--- config.mk ---
export PLATFORM = sky130hd
export DESIGN_NAME = wfr_async_fault
export DESIGN_NICKNAME = d
export VERILOG_FILES = /design/src/rtl/wfr_pkg.sv /design/src/rtl/wfr_txn_track.sv /design/src/rtl/wfr_fault_log.sv /design/src/rtl/wfr_reg_port.sv /design/src/rtl/wfr_async_fault.sv
export SDC_FILE = /design/constraint.sdc
export NUM_CORES = 1
export LEC_CHECK = 0
export CORE_MARGIN = 5
export CORE_UTILIZATION = 55
export DETAILED_ROUTE_END_ITERATION = 8
export PLACE_DENSITY = 0.93
export SETUP_SLACK_MARGIN = 0.15
export SKIP_LAST_GASP = 1
export SYNTH_ARGS = -nofsm -noshare
export SYNTH_HDL_FRONTEND = slang
export SYNTH_SLANG_ARGS = --single-unit
--- constraint.sdc ---
create_clock -name clk_i -period 3 [get_ports clk_i]
set_input_delay 0.45 -clock clk_i [delete_from_list [all_inputs] [get_ports clk_i]]
set_output_delay 0.45 -clock clk_i [all_outputs]
set_load 0.03 [all_outputs]
--- src/rtl/wfr_pkg.sv ---
package wfr_pkg;
  localparam logic [3:0] RESV_VAL = 4'h8;

  typedef struct packed {
    logic [2:0] size;
    logic       rd;
    logic       sup;
  } txn_attr_t;

  typedef struct packed {
    logic       le;
    logic       to;
    logic       be;
    logic [2:0] size;
    logic       sup;
    logic       me;
    logic       rd;
    logic       fav;
  } fault_rec_t;

  // 12.8 us equals 1/78125 s
  function automatic int unsigned timeout_cycles(int unsigned hz);
    int unsigned n;
    n = hz / 78125;
    return (n < 2) ? 2 : n;
  endfunction

  function automatic logic [31:0] pack_status(fault_rec_t r);
    return {(r.le | r.to | r.be), r.le, r.to, r.be, r.size, r.sup,
            RESV_VAL, r.me, r.rd, r.fav, 17'd0};
  endfunction
endpackage

--- src/rtl/wfr_txn_track.sv ---
module wfr_txn_track
  import wfr_pkg::*;
#(
  parameter int unsigned ADDR_W = 32,
  parameter int unsigned LIMIT  = 320
) (
  input  logic              clk_i,
  input  logic              rst_ni,
  input  logic              start_i,
  input  logic [ADDR_W-1:0] addr_i,
  input  txn_attr_t         attr_i,
  input  logic              ack_i,
  input  logic              err_ack_i,
  output txn_attr_t         attr_o,
  output logic [ADDR_W-1:0] addr_o,
  output logic              to_evt_o,
  output logic              be_evt_o
);
  localparam int unsigned CNT_W = $clog2(LIMIT + 1);
  localparam logic [CNT_W-1:0] LAST = CNT_W'(LIMIT - 1);

  logic             busy_q;
  logic [CNT_W-1:0] cnt_q;
  txn_attr_t        attr_q;
  logic [ADDR_W-1:0] addr_q;
  logic             resp;

  always_comb begin
    resp     = busy_q & (ack_i | err_ack_i);
    be_evt_o = busy_q & err_ack_i;
    to_evt_o = busy_q & ~attr_q.rd & ~ack_i & ~err_ack_i & (cnt_q == LAST);
  end

  always_ff @(posedge clk_i or negedge rst_ni) begin
    if (!rst_ni) begin
      busy_q <= 1'b0;
      cnt_q  <= '0;
      attr_q <= '0;
      addr_q <= '0;
    end else if (start_i) begin
      busy_q <= 1'b1;
      cnt_q  <= '0;
      attr_q <= attr_i;
      addr_q <= addr_i;
    end else if (busy_q) begin
      if (resp || to_evt_o) busy_q <= 1'b0;
      else if (!attr_q.rd)  cnt_q  <= cnt_q + 1'b1;
    end
  end

  assign attr_o = attr_q;
  assign addr_o = addr_q;
endmodule

--- src/rtl/wfr_fault_log.sv ---
module wfr_fault_log
  import wfr_pkg::*;
#(
  parameter int unsigned ADDR_W = 32
) (
  input  logic              clk_i,
  input  logic              rst_ni,
  input  logic              clr_i,
  input  logic              to_evt_i,
  input  logic              be_evt_i,
  input  logic              le_evt_i,
  input  txn_attr_t         attr_i,
  input  logic [ADDR_W-1:0] addr_i,
  output fault_rec_t        rec_o,
  output logic [ADDR_W-1:0] fault_addr_o
);
  fault_rec_t        rec_q, rec_n;
  logic [ADDR_W-1:0] fa_q;
  logic              held, any_evt, take_addr;

  always_comb begin
    held      = (rec_q.le | rec_q.to | rec_q.be) & ~clr_i;
    any_evt   = to_evt_i | be_evt_i | le_evt_i;
    take_addr = any_evt & ~held & (to_evt_i | be_evt_i);
    rec_n     = clr_i ? '0 : rec_q;
    if (any_evt) begin
      if (held) begin
        rec_n.me = 1'b1;
      end else begin
        rec_n.le   = le_evt_i;
        rec_n.to   = to_evt_i;
        rec_n.be   = be_evt_i;
        rec_n.size = attr_i.size;
        rec_n.sup  = attr_i.sup;
        rec_n.rd   = attr_i.rd;
        rec_n.me   = 1'b0;
        rec_n.fav  = to_evt_i | be_evt_i;
      end
    end
  end

  always_ff @(posedge clk_i or negedge rst_ni) begin
    if (!rst_ni) begin
      rec_q <= '0;
      fa_q  <= '0;
    end else begin
      rec_q <= rec_n;
      if (take_addr) fa_q <= addr_i;
    end
  end

  assign rec_o        = rec_q;
  assign fault_addr_o = fa_q;
endmodule

--- src/rtl/wfr_reg_port.sv ---
module wfr_reg_port
  import wfr_pkg::*;
#(
  parameter int unsigned ADDR_W = 32
) (
  input  logic              sel_i,
  input  fault_rec_t        rec_i,
  input  logic [ADDR_W-1:0] fault_addr_i,
  output logic [31:0]       status_o,
  output logic [31:0]       rdata_o
);
  logic [31:0] addr_w;

  always_comb begin
    addr_w = '0;
    addr_w[ADDR_W-1:0] = fault_addr_i;
    status_o = pack_status(rec_i);
    rdata_o  = sel_i ? addr_w : status_o;
  end
endmodule

--- src/rtl/wfr_async_fault.sv ---
module wfr_async_fault
  import wfr_pkg::*;
#(
  parameter int unsigned CLK_HZ = 25_000_000,
  parameter int unsigned ADDR_W = 32
) (
  input  logic              clk_i,
  input  logic              rst_ni,
  input  logic              txn_start_i,
  input  logic [ADDR_W-1:0] txn_addr_i,
  input  logic [2:0]        txn_size_i,
  input  logic              txn_read_i,
  input  logic              txn_super_i,
  input  logic              ack_i,
  input  logic              err_ack_i,
  input  logic              late_err_i,
  input  logic              reg_sel_i,
  input  logic              reg_clr_i,
  output logic [31:0]       reg_rdata_o
);
  localparam int unsigned LIMIT = timeout_cycles(CLK_HZ);

  txn_attr_t         in_attr, cur_attr;
  logic [ADDR_W-1:0] cur_addr, fault_addr;
  logic              to_evt, be_evt;
  fault_rec_t        rec;
  logic [31:0]       status_w;

  assign in_attr = '{size: txn_size_i, rd: txn_read_i, sup: txn_super_i};

  wfr_txn_track #(.ADDR_W(ADDR_W), .LIMIT(LIMIT)) u_track (
    .clk_i     (clk_i),
    .rst_ni    (rst_ni),
    .start_i   (txn_start_i),
    .addr_i    (txn_addr_i),
    .attr_i    (in_attr),
    .ack_i     (ack_i),
    .err_ack_i (err_ack_i),
    .attr_o    (cur_attr),
    .addr_o    (cur_addr),
    .to_evt_o  (to_evt),
    .be_evt_o  (be_evt)
  );

  wfr_fault_log #(.ADDR_W(ADDR_W)) u_log (
    .clk_i        (clk_i),
    .rst_ni       (rst_ni),
    .clr_i        (reg_clr_i),
    .to_evt_i     (to_evt),
    .be_evt_i     (be_evt),
    .le_evt_i     (late_err_i),
    .attr_i       (cur_attr),
    .addr_i       (cur_addr),
    .rec_o        (rec),
    .fault_addr_o (fault_addr)
  );

  wfr_reg_port #(.ADDR_W(ADDR_W)) u_regs (
    .sel_i        (reg_sel_i),
    .rec_i        (rec),
    .fault_addr_i (fault_addr),
    .status_o     (status_w),
    .rdata_o      (reg_rdata_o)
  );
endmodule

### Word level (Yosys, flattened, before mapping)

Cells that the tools add are included.

* reduce and logical (&&, ||, !) cells: 4
* $add $sub $neg: 1
* bitwise operators: 19
* mux-type cells: 13
* equality and inequality tests: 3

Operators with widths (number)
* 9-bit 2-to-1 mux: 4
* 32-bit 2-to-1 mux: 1
* 10-bit 2-to-1 mux: 2
* 9-bit by 1-bit adder with 9-bit output, second input constant: 1
* 1-bit bitwise AND: 9
* 9-bit equality test, second input constant: 1
* 7-bit 2-to-1 mux: 1
* 1-bit inverter: 5
* 1-bit OR: 5
* 1-bit 2-to-1 mux: 4
* 2-bit != test, second input constant: 2
* 2-bit nonzero test: 2
* 3-bit AND reduction: 1
* 2-bit 2-to-1 mux: 1
* 1-bit logical OR: 1

* word-level logic and storage cells: 55
* register bits: 89
* input bits: 45
* output and inout port bits: 32

### Longest topological paths before layout

* depth after elaboration: 9
* depth in mapped cells: 6

### Modules after synthesis

Synthesis repeated with hierarchy kept, for this count alone.

* cell total of the unflattened synthesis: 306
* area, all modules: 4162.7 um^2

Modules (own cells, without submodules)
* wfr_txn_track: seq. area each 1176.1 um^2, instances 1, area an instance 1918.1 um^2, cells an instance 135
* wfr_fault_log: seq. area each 1051.0 um^2, instances 1, area an instance 1722.9 um^2, cells an instance 102
* wfr_reg_port: seq. area each 0.0 um^2, instances 1, area an instance 521.8 um^2, cells an instance 69

### Worst setup path before layout

Ideal clock, no wire load.

* kind: input port to output port
* start: in reg_sel_i
* end: out reg_rdata_o[31]
* arrival time: 1.590 ns
* slack: 0.960 ns
* cell stages on the path: 3
* cells stage by stage: clkbuf_1 -> clkbuf_1 -> mux2i_1

* word-level cells in the longest chain between the ends: 1

Ends and longest elaborated chain
* start: declaration: RTL line wfr_async_fault.sv:17 `input logic reg_sel_i,`
* 32-bit 2-to-1 mux: RTL line wfr_reg_port.sv:18 `rdata_o = sel_i ? addr_w : status_o;`
* end: declaration: RTL line wfr_async_fault.sv:19 `output logic [31:0] reg_rdata_o`

Every way passes these cells.

### Worst setup path after layout

* start: in reg_sel_i
* end: out reg_rdata_o[30]

Same word-level chain as after synthesis.

==> out/results.ini <==
[outcome]
run_status = completed

[grt]
grt_max_degree = 90
overflow = 0
grt_pass1_vias = 2631
grt_pass1_wl_um = 12990
grt.total_usage = 0.1948
antenna_found_initial = 0

[worst_setup_path]
cp-start-kind = primary input
reg2reg_depth = 5
worstPathRequired_ns = 2.55
endpoint_kind = output port
r2r_start = u_track.attr_o[1]
r2r_end = u_log.fault_addr_o[4]
crit_fanout = 21
critPathKind = primary input to output port
cp_data_arrival_time_ns = 2.14
regToRegSetupSlack_ns = 0.84

[placement]
dp.cells = 427
dpl_cell_area_mm2 = 0.004587
dpl.hpwl_um = 5293
io_buffers = 76
place.gp.congestion = 0.7600

[logic_synthesis]
synth-seq-area-share = 0.5890
synth_top_area_share = 0.5890
synth_enable_flop_cells = 0
ys_ff_latch = 89
netlist_area_mm2 = 0.003781
synthArstFlopShare = 1.000
synth.avg_cell_area_um2 = 13.70
yosys.cell_count.top_type = dfrtp_1
synth_area_leaders = dfrtp_1 59%, mux2_2 24%, and2_1 3.3%
synthTopCellsByCount = 89 x dfrtp_1, 80 x mux2_2, 20 x and2_1
yosysWarnings = 0
ys_types = 39
yosys.area.top_type = dfrtp_1
synthCells = 276
synth_ff_type = dfrtp_1
synthesis.nets = 322

[cells_and_area]
fin_nets = 404
layoutNonFillerInstCount = 443
antennaDiodeCount = 0
multi_input_area_mm2 = 0.001471
regArea_mm2 = 0.002227
drive_above_1_share = 0.3719
n_fill_cell = 451
design_area_mm2 = 0.004798
syn_to_final_growth_pct = 26.90

[routing]
wl_met2_um = 4080
avgRoutedWirePerCell_um = 17.38
drt_pre_antenna_iters = 4
drt_iter0_markers = 133
drc = 0
drt_wl_total_um = 7698
wl_met1_um = 3198
met3RoutedLength_um = 328
vias = 2458
highest_layer = met4
final_antenna_net_count = 0
vias_per_cell = 5.549

[timing]
final_hold_viol_count = 0
maxSlewViolCount = 0
fin_crit_ns = 2.593
clock_skew_ns = 0.008726
tns_ns = 0
fmax_ghz = 0.3857
worst_pin_slew_ns = 1.090
whs_ns = 0.2962
post-route-period-util = 0.8642
slew_headroom = 0.2730
setup_viol = 0
rsz0062_at_grt = false

[die]
die_h_um = 92.92
die_area_mm2 = 0.008633
core_region_area_mm2 = 0.006756
fp-row-count = 30
die_w_um = 92.92
ioPinCount = 77
start_util = 0.5596

[power_and_ir_drop]
p_per_area_mw_per_mm2 = 644.7
p_total_w = 0.003094
ir_worst_vdd_mv = 0.3973
p_leak_nw = 2.065

[clock_network]
cts.path.max_buffers = 2
cts-root-buf = clkbuf_8
numCtsBuffers = 9
cts_sinks = 89
cts_tree = yes
post_cts_resized = 0
worstSkewPairLatency_ns = 0.35
h-tree-depth = 3
cts_hold_buffers = 0
clkTransAtPathRegs_ns = 0.08
postCtsSetupBuffers = 0

[min_path]
min_path_type = primary input to async pin

[flow_run]
max_cap_violations = 0

## state kept, by name (all words and copies together), names as in the netlist
signal / count
u_log.fault_addr_o: 32
u_track.addr_o: 32
u_log.rec_o: 10
u_track.cnt_q: 9
u_track.attr_o: 5
u_track.busy_q: 1
## worst max-delay path, stage by stage
cell,delay [ns]
clkdlybuf4s50_1,0.45
buf_4,0.25
mux2_2,0.38
clkdlybuf4s50_1,0.60
## per-stage QoR
step           setup WS [ns]  utilization
5_1_grt               0.3442       0.7102
3_5_place_dp          0.3631       0.6789
3_3_place_gp          0.4136       0.6789
4_1_cts               0.4038       0.7102
6_report              0.4073       0.7102
2_1_floorplan         0.9605            -
## report_power, final
part	switching (W)	total, W	internal (W)
Combinational	0.000355	0.000729	0.000374
Clock	0.000412	0.000886	0.000474
Sequential	0.0000951	0.00148	0.00138
Total	0.000862	0.00309	0.00223
## final cells by class
class	instances	share of cell area
Clock buffer	12	0.02816
Clock inverter	4	0.01591
Inverter	6	0.004694
Multi-Input combinational cell	168	0.3066
Sequential cell	89	0.4641
Tap cell	80	0.02086
Timing Repair Buffer	84	0.1596
## worst max path at each step
stage | startpoint | to | cells past startpoint
2_1_floorplan | reg_sel_i | reg_rdata_o[31] | 3
4_1_cts | reg_sel_i | reg_rdata_o[30] | 4
6_report | reg_sel_i | reg_rdata_o[30] | 4
3_3_place_gp | reg_sel_i | reg_rdata_o[30] | 4
5_1_grt | reg_sel_i | reg_rdata_o[30] | 4
3_5_place_dp | err_ack_i | u_log.fault_addr_o[0] | 6
## placed cells by master, fill, tap and decap left out, types with 2 or more instances in the layout
cell type	netlist	layout
a211oi_1	2	2
a21oi_1	8	8
and2_1	20	20
buf_4	3	32
bufinv_16	0	2
clkbuf_1	8	3
clkbuf_8	0	9
clkdlybuf4s50_1	0	50
dfrtp_1	89	89
inv_1	6	6
mux2_2	80	80
mux2i_1	2	2
nand2_1	8	8
nand3_1	2	2
nand4_1	3	3
nor2_1	6	6
nor2b_1	4	4
nor3_1	2	2
o21ai_0	5	5
o22ai_1	2	2
o31ai_1	2	2
or3_2	2	2
or4_1	2	2
xnor2_1	2	2
## logic make-up after synthesis
kind of cell | share of synthesized area
flip-flops | 0.5890
multiplexers | 0.2435
AND/OR/NAND/NOR | 0.08637
AO/OA/AOI/OAI | 0.04699
buffers and inverters | 0.02382
XOR/XNOR | 0.006950
adder cells (fa/ha/maj) | 0.003309
## routing by layer
| metal | track usage | vias up |
|---|---|---|
| met5 | 0 | - |
| met4 | 0.06593 | 0 |
| met3 | 0.04549 | 7 |
| met2 | 0.3377 | 58 |
| met1 | 0.2388 | 1251 |
| li1 | - | 1142 |
No activity file was read; power rests on OpenSTA's default activity.
